--- src/rtl/accu_pkg.sv ---
package accu_pkg;

    localparam int unsigned CMD_W = 8;

    typedef enum logic [1:0] {
        GRP_ALU   = 2'b00,
        GRP_UNARY = 2'b01,
        GRP_MOVE  = 2'b10,
        GRP_NOP   = 2'b11
    } grp_e;

    typedef enum logic [1:0] {
        SRC_MEM = 2'b00,
        SRC_IMM = 2'b01,
        SRC_B   = 2'b10,
        SRC_ONE = 2'b11
    } src_e;

    // group 00 operation codes
    localparam logic [3:0] OP_ADD = 4'b0000;
    localparam logic [3:0] OP_SUB = 4'b0001;
    localparam logic [3:0] OP_AND = 4'b0100;
    localparam logic [3:0] OP_OR  = 4'b0101;
    localparam logic [3:0] OP_XOR = 4'b0110;
    localparam logic [3:0] OP_NOT = 4'b1100;

    // group 01 operation codes
    localparam logic [3:0] OP_NEG = 4'b0000;
    localparam logic [3:0] OP_ASR = 4'b0001;
    localparam logic [3:0] OP_ASL = 4'b0010;
    localparam logic [3:0] OP_LSR = 4'b0011;
    localparam logic [3:0] OP_LSL = 4'b0100;
    localparam logic [3:0] OP_RRC = 4'b0101;
    localparam logic [3:0] OP_RLC = 4'b0110;

    // group 10 operation codes
    localparam logic [3:0] OP_LDA_MEM = 4'b0000;
    localparam logic [3:0] OP_LDB     = 4'b0001;
    localparam logic [3:0] OP_LDA_PC  = 4'b0010;
    localparam logic [3:0] OP_CLR_Z   = 4'b0011;
    localparam logic [3:0] OP_CLR_OV  = 4'b0100;
    localparam logic [3:0] OP_CLR_C   = 4'b0101;
    localparam logic [3:0] OP_CLR_A   = 4'b0110;

endpackage

--- src/rtl/accu_srcsel.sv ---
module accu_srcsel
    import accu_pkg::*;
#(
    parameter int unsigned W = 8
) (
    input  logic [1:0]   src,
    input  logic [W-1:0] mem_rdata,
    input  logic [W-1:0] imm,
    input  logic [W-1:0] breg,
    output logic [W-1:0] opnd
);
    localparam logic [W-1:0] ONE = W'(1);

    always_comb begin
        unique case (src_e'(src))
            SRC_MEM: opnd = mem_rdata;
            SRC_IMM: opnd = imm;
            SRC_B:   opnd = breg;
            default: opnd = ONE;
        endcase
    end
endmodule

--- src/rtl/accu_alu.sv ---
module accu_alu
    import accu_pkg::*;
#(
    parameter int unsigned W = 8
) (
    input  logic         unary,
    input  logic [3:0]   op,
    input  logic [W-1:0] a,
    input  logic [W-1:0] opnd,
    input  logic         c_in,
    output logic [W-1:0] res,
    output logic         c_out,
    output logic         ov_out,
    output logic         eq_out,
    output logic         wr_a,
    output logic         wr_c,
    output logic         wr_ov,
    output logic         wr_eq
);
    localparam int unsigned MSB = W - 1;

    logic [W:0]   sum_x;
    logic [W:0]   dif_x;

    always_comb begin
        sum_x  = {1'b0, a} + {1'b0, opnd};
        dif_x  = {1'b0, a} - {1'b0, opnd};
        res    = a;
        c_out  = c_in;
        ov_out = 1'b0;
        eq_out = 1'b0;
        wr_a   = 1'b0;
        wr_c   = 1'b0;
        wr_ov  = 1'b0;
        wr_eq  = 1'b0;
        if (!unary) begin
            unique case (op)
                OP_ADD: begin
                    res    = sum_x[W-1:0];
                    c_out  = sum_x[W];
                    ov_out = (a[MSB] == opnd[MSB]) && (res[MSB] != a[MSB]);
                    wr_a = 1'b1; wr_c = 1'b1; wr_ov = 1'b1;
                end
                OP_SUB: begin
                    res    = dif_x[W-1:0];
                    c_out  = dif_x[W];
                    ov_out = (a[MSB] != opnd[MSB]) && (res[MSB] != a[MSB]);
                    eq_out = (a == opnd);
                    wr_a = 1'b1; wr_c = 1'b1; wr_ov = 1'b1; wr_eq = 1'b1;
                end
                OP_AND: begin res = a & opnd; wr_a = 1'b1; end
                OP_OR:  begin res = a | opnd; wr_a = 1'b1; end
                OP_XOR: begin res = a ^ opnd; wr_a = 1'b1; end
                OP_NOT: begin res = ~a;       wr_a = 1'b1; end
                default: ;
            endcase
        end else begin
            unique case (op)
                OP_NEG: begin res = ~a + W'(1); wr_a = 1'b1; end
                OP_ASR: begin res = {a[MSB], a[MSB:1]}; wr_a = 1'b1; end
                OP_ASL: begin res = {a[MSB], a[W-3:0], 1'b0}; wr_a = 1'b1; end
                OP_LSR: begin res = {1'b0, a[MSB:1]}; wr_a = 1'b1; end
                OP_LSL: begin res = {a[W-2:0], 1'b0}; wr_a = 1'b1; end
                OP_RRC: begin
                    res = {c_in, a[MSB:1]}; c_out = a[0];
                    wr_a = 1'b1; wr_c = 1'b1;
                end
                OP_RLC: begin
                    res = {a[W-2:0], c_in}; c_out = a[MSB];
                    wr_a = 1'b1; wr_c = 1'b1;
                end
                default: ;
            endcase
        end
    end
endmodule

--- src/rtl/accu_datapath.sv ---
module accu_datapath
    import accu_pkg::*;
#(
    parameter int unsigned W = 8
) (
    input  logic         clk,
    input  logic         rst_n,
    input  logic         en,
    input  logic [7:0]   cmd,
    input  logic [W-1:0] mem_rdata,
    input  logic [W-1:0] imm,
    input  logic [W-1:0] pc,
    output logic [W-1:0] acc_o,
    output logic [W-1:0] breg_o,
    output logic         c_o,
    output logic         z_o,
    output logic         ov_o,
    output logic         eq_o,
    output logic [W-1:0] st_data_o
);
    typedef struct packed {
        logic [W-1:0] a;
        logic [W-1:0] b;
        logic         c;
        logic         z;
        logic         ov;
        logic         eq;
    } state_t;

    state_t st_d, st_q;

    logic [1:0]   grp;
    logic [3:0]   op;
    logic [1:0]   src;
    logic [W-1:0] opnd;
    logic [W-1:0] alu_res;
    logic         alu_c, alu_ov, alu_eq;
    logic         wr_a, wr_c, wr_ov, wr_eq;

    assign grp = cmd[7:6];
    assign op  = cmd[5:2];
    assign src = cmd[1:0];

    accu_srcsel #(.W(W)) srcsel_i (
        .src       (src),
        .mem_rdata (mem_rdata),
        .imm       (imm),
        .breg      (st_q.b),
        .opnd      (opnd)
    );

    accu_alu #(.W(W)) alu_i (
        .unary  (grp == GRP_UNARY),
        .op     (op),
        .a      (st_q.a),
        .opnd   (opnd),
        .c_in   (st_q.c),
        .res    (alu_res),
        .c_out  (alu_c),
        .ov_out (alu_ov),
        .eq_out (alu_eq),
        .wr_a   (wr_a),
        .wr_c   (wr_c),
        .wr_ov  (wr_ov),
        .wr_eq  (wr_eq)
    );

    always_comb begin
        st_d = st_q;
        if (en) begin
            unique case (grp_e'(grp))
                GRP_ALU, GRP_UNARY: begin
                    if (wr_a) begin
                        st_d.a = alu_res;
                        st_d.z = (alu_res == '0);
                    end
                    if (wr_c)  st_d.c  = alu_c;
                    if (wr_ov) st_d.ov = alu_ov;
                    if (wr_eq) st_d.eq = alu_eq;
                end
                GRP_MOVE: begin
                    unique case (op)
                        OP_LDA_MEM: st_d.a  = mem_rdata;
                        OP_LDB:     st_d.b  = opnd;
                        OP_LDA_PC:  st_d.a  = pc;
                        OP_CLR_Z:   st_d.z  = 1'b0;
                        OP_CLR_OV:  st_d.ov = 1'b0;
                        OP_CLR_C:   st_d.c  = 1'b0;
                        OP_CLR_A:   st_d.a  = '0;
                        default: ;
                    endcase
                end
                default: ;
            endcase
        end
    end

    always_ff @(posedge clk) begin
        if (!rst_n) st_q <= '0;
        else        st_q <= st_d;
    end

    assign acc_o     = st_q.a;
    assign breg_o    = st_q.b;
    assign c_o       = st_q.c;
    assign z_o       = st_q.z;
    assign ov_o      = st_q.ov;
    assign eq_o      = st_q.eq;
    assign st_data_o = st_q.a;

    AST_IDLE_HOLD: assert property (@(posedge clk) disable iff (!rst_n)
        !en |=> $stable(acc_o) && $stable(breg_o) && $stable(c_o)
                && $stable(z_o) && $stable(ov_o) && $stable(eq_o));
    AST_ADD_ZERO: assert property (@(posedge clk) disable iff (!rst_n)
        en && cmd[7:2] == {GRP_ALU, OP_ADD} |=> z_o == (acc_o == '0));
    AST_LOGIC_KEEP: assert property (@(posedge clk) disable iff (!rst_n)
        en && cmd[7:6] == GRP_ALU && (cmd[5:2] == OP_AND || cmd[5:2] == OP_XOR)
        |=> $stable(c_o) && $stable(ov_o));
    AST_RRC_CARRY: assert property (@(posedge clk) disable iff (!rst_n)
        en && cmd[7:2] == {GRP_UNARY, OP_RRC} |=> c_o == $past(acc_o[0]));
    AST_CLEAR_ACC: assert property (@(posedge clk) disable iff (!rst_n)
        en && cmd[7:2] == {GRP_MOVE, OP_CLR_A} |=> acc_o == '0 && $stable(z_o));
    AST_LOAD_FLAGS: assert property (@(posedge clk) disable iff (!rst_n)
        en && cmd[7:2] == {GRP_MOVE, OP_LDA_PC} |=> acc_o == $past(pc) && $stable(c_o));
endmodule

--- config.mk ---
export PLATFORM = sky130hd
export DESIGN_NAME = accu_datapath
export DESIGN_NICKNAME = d
export VERILOG_FILES = /design/src/rtl/accu_pkg.sv /design/src/rtl/accu_srcsel.sv /design/src/rtl/accu_alu.sv /design/src/rtl/accu_datapath.sv
export SDC_FILE = /design/constraint.sdc
export NUM_CORES = 1
export LEC_CHECK = 0
export CORE_ASPECT_RATIO = 1.4
export CORE_MARGIN = 4
export CORE_UTILIZATION = 40
export CTS_CLUSTER_SIZE = 20
export DETAILED_ROUTE_END_ITERATION = 6
export DONT_BUFFER_PORTS = 1
export MAX_ROUTING_LAYER = met4
export PLACE_DENSITY = 0.62
export SLEW_MARGIN = 5
export SYNTH_ARGS = -nofsm -noshare
export SYNTH_HDL_FRONTEND = slang
export SYNTH_SLANG_ARGS = --single-unit
--- constraint.sdc ---
create_clock -name clk -period 2.8 [get_ports clk]
set_clock_uncertainty 0.2 [all_clocks]
set_input_delay 0.14 -clock clk [delete_from_list [all_inputs] [get_ports clk]]
set_output_delay 0.14 -clock clk [all_outputs]
set_load 0.02 [all_outputs]
==> metrics <==
CP Max Fanout=3; CTS tree=built; ratio of cells with drive above 1 in the final layout=24.35%; largest net degree at the start of global routing=49; antenna-violating nets left=0; vias in the first global route=3973; first-pass GRT wire length=21090 microns; DR WL/cell=20.95 microns; clock latency on the worst-skew pair=0.26 ns; Fin Hold WS=0.008348 ns; CP Capture Type=register; Crit Path Category=reg2reg; count leader, synth=a21oi_1; CTS HTree Levels=1; async set or reset register ratio after synthesis=0%; Placer Congestion=0.9806; synthesized area=0.003517 sq mm; IO Pins=63; Die ar.=0.01038 sq mm; Post-synth EDFFs=0; P&R area growth vs syn=23.02%; Synth top area share=11.38%; Final nets=612; GRT Total Usage=26.52%; Largest stage delay, worst path=0.32 ns; Post-Layout Cell Count=647; global route hottest layer=met2; register bit count reported by yosys=20; vias after detailed routing=4057; post-route setup TNS=0 ns; Fmax=365.1 MHz; main area contributors after synthesis=dfxtp_1 11%, ha_1 11%, a21oi_1 7.3%, nor2_1 4.7%, nand2_1 4.6%; Top FF cell, synth=dfxtp_1; final setup fails=0; average size of a mapped cell=6.978 sq um; CP Data Required Time=2.72 ns; worst-path cell chain=o22ai_2, inv_2, ha_2, buf_4, a211oi_4, buf_4, nor2_2, o22ai_2, xnor2_1, a211o_1, o211ai_1, a31oi_1; Synth area leader=dfxtp_1; status=completed; pre-CTS setup slack=-0.2326 ns; max cap viols=0; post-route cell area=0.004327 sq mm; headroom to the max-slew limit=53.08%; slowest stage cell, crit path=dfxtp_2; YS warnings=0; Leak=1.718 nW; Startpoint Class=register; WP data arrival=2.66 ns; Remaining DRCs=0; number of iterations in the first detailed-routing pass=5; post-DP HPWL=10390 microns; Mapped Cells=504; Synth top cells by count=51 x a21oi_1, 44 x nor2_1, 43 x nand2_1; RSZ-0062 raised after global routing=yes; met1 usage=31.79%; core box area=0.008558 sq mm; endpoints failing hold=0; net count after synthesis=573; placed inst area=0.003988 sq mm; ANT cells=0; Inst Count DP=639; total wire length=13550 microns; Via-to-Cell Ratio=6.270; clk sinks=20; sequential area share after synthesis=11.38%; antenna violations before repair=0; GRT overflow=0; Synth cell types=70; Util after Layout=50.56%; global-route met3 utilization=3.183%; Initial DRC Count=484; Pwr Total=1.270 mW; starting density of the core=41.10%; CTS Buf Count=3; PortBufs=0; Fill cells=824; clock transition at the registers of the reported paths=0.06 ns; die height=119.0 microns; Worst Slack Setup Final=0.06110 ns; row cnt=40; min cycle time layout=2.739 ns; footprint of the multi-input gates=0.002960 sq mm; met2 Use GR=41.93%; Tcrit/Tclk final=97.82%; Max clock buf depth=2; clock root buffer master=clkbuf_16; FF+latch area=402.9 sq um; slew of the pin with the lowest slew margin=0.7012 ns; Die X=87.25 microns; worst min-delay path class=in2reg; max-slew violations=0; pwr dens=293.6 mW/mm^2; Max VDD drop=0.3517 mV
[cell usage in the layout, fill, tap and decap left out, types with 9 or more instances in the layout]
cell / instances
buf_4: 77
a21oi_1: 45
nand2_1: 43
nor2_1: 43
inv_1: 30
ha_1: 26
o21ai_0: 23
dfxtp_1: 18
nand2b_1: 17
mux2i_1: 10
nor3_1: 10
nand3_1: 9
o21a_1: 9
[state kept, by name, summed over array words and instances (netlist names)]
| signal | cells |
|---|---|
| ov_o | 1 |
| eq_o | 1 |
| z_o | 1 |
| acc_o | 8 |
| c_o | 1 |
| breg_o | 8 |
[worst paths after layout]
check,start,to,slack (ns),cells past startpoint
worst max-delay path,breg_o[0],acc_o[7],0.06,12
worst min-delay path,en,ov_o,0.008,3
worst min register to register,acc_o[3],acc_o[3],0.30,2
worst max register to register,breg_o[0],acc_o[7],0.06,12
[per-layer routing]
layer	vias to the layer above	routed length (microns)
li1	1895	-
met1	1887	5218
met2	224	6538
met3	51	1001
met4	0	796
met5	-	0
[critical path: cells and delay by family, from the launching register on]
| family | cells | cell delay (ns) |
|---|---|---|
| and+or+nand+nor | 1 | 0.06 |
| adders and majority gates | 1 | 0.18 |
| AOI/OAI and AO/OA | 6 | 1.36 |
| xor gates and xnor gates | 1 | 0.10 |
| buffers and inverters | 3 | 0.38 |
| DFF | 1 | 0.32 |
[power breakdown]
part           leakage (nW)  internal (mW)  switching [mW]
Clock                0.0442          0.219           0.126
Combinational          1.51          0.289           0.336
Sequential            0.163          0.291         0.00942
[area by class of cell]
| class | count | area share [%] |
|---|---|---|
| Clock buffer | 4 | 2.053 |
| Inverter | 33 | 2.863 |
| Multi-Input combinational cell | 404 | 68.42 |
| Sequential cell | 20 | 9.312 |
| Tap cell | 105 | 3.036 |
| Timing Repair Buffer | 81 | 14.31 |
[timing repair]
action / 4_1_cts / 5_1_grt
setup endpoints to repair: 6 / 9
gates resized for setup: 8 / 36
setup buffers: 0 / 1
endpoints found under the hold margin: 5 / 0
pin swaps: 1 / 19
hold buffers: 3 / 0
[kinds of logic (layout without fill, tap and decap cells)]
family	Yosys count	count (layout)	synth area share (%)
fa+ha+maj	34	34	12.52
compound gates	177	177	33.40
xor+xnor	9	9	2.633
mux	12	12	3.486
flops	20	20	11.38
buf+inv	80	118	10.96
simple gates	172	172	25.61
(Power assumes the default switching activity.)
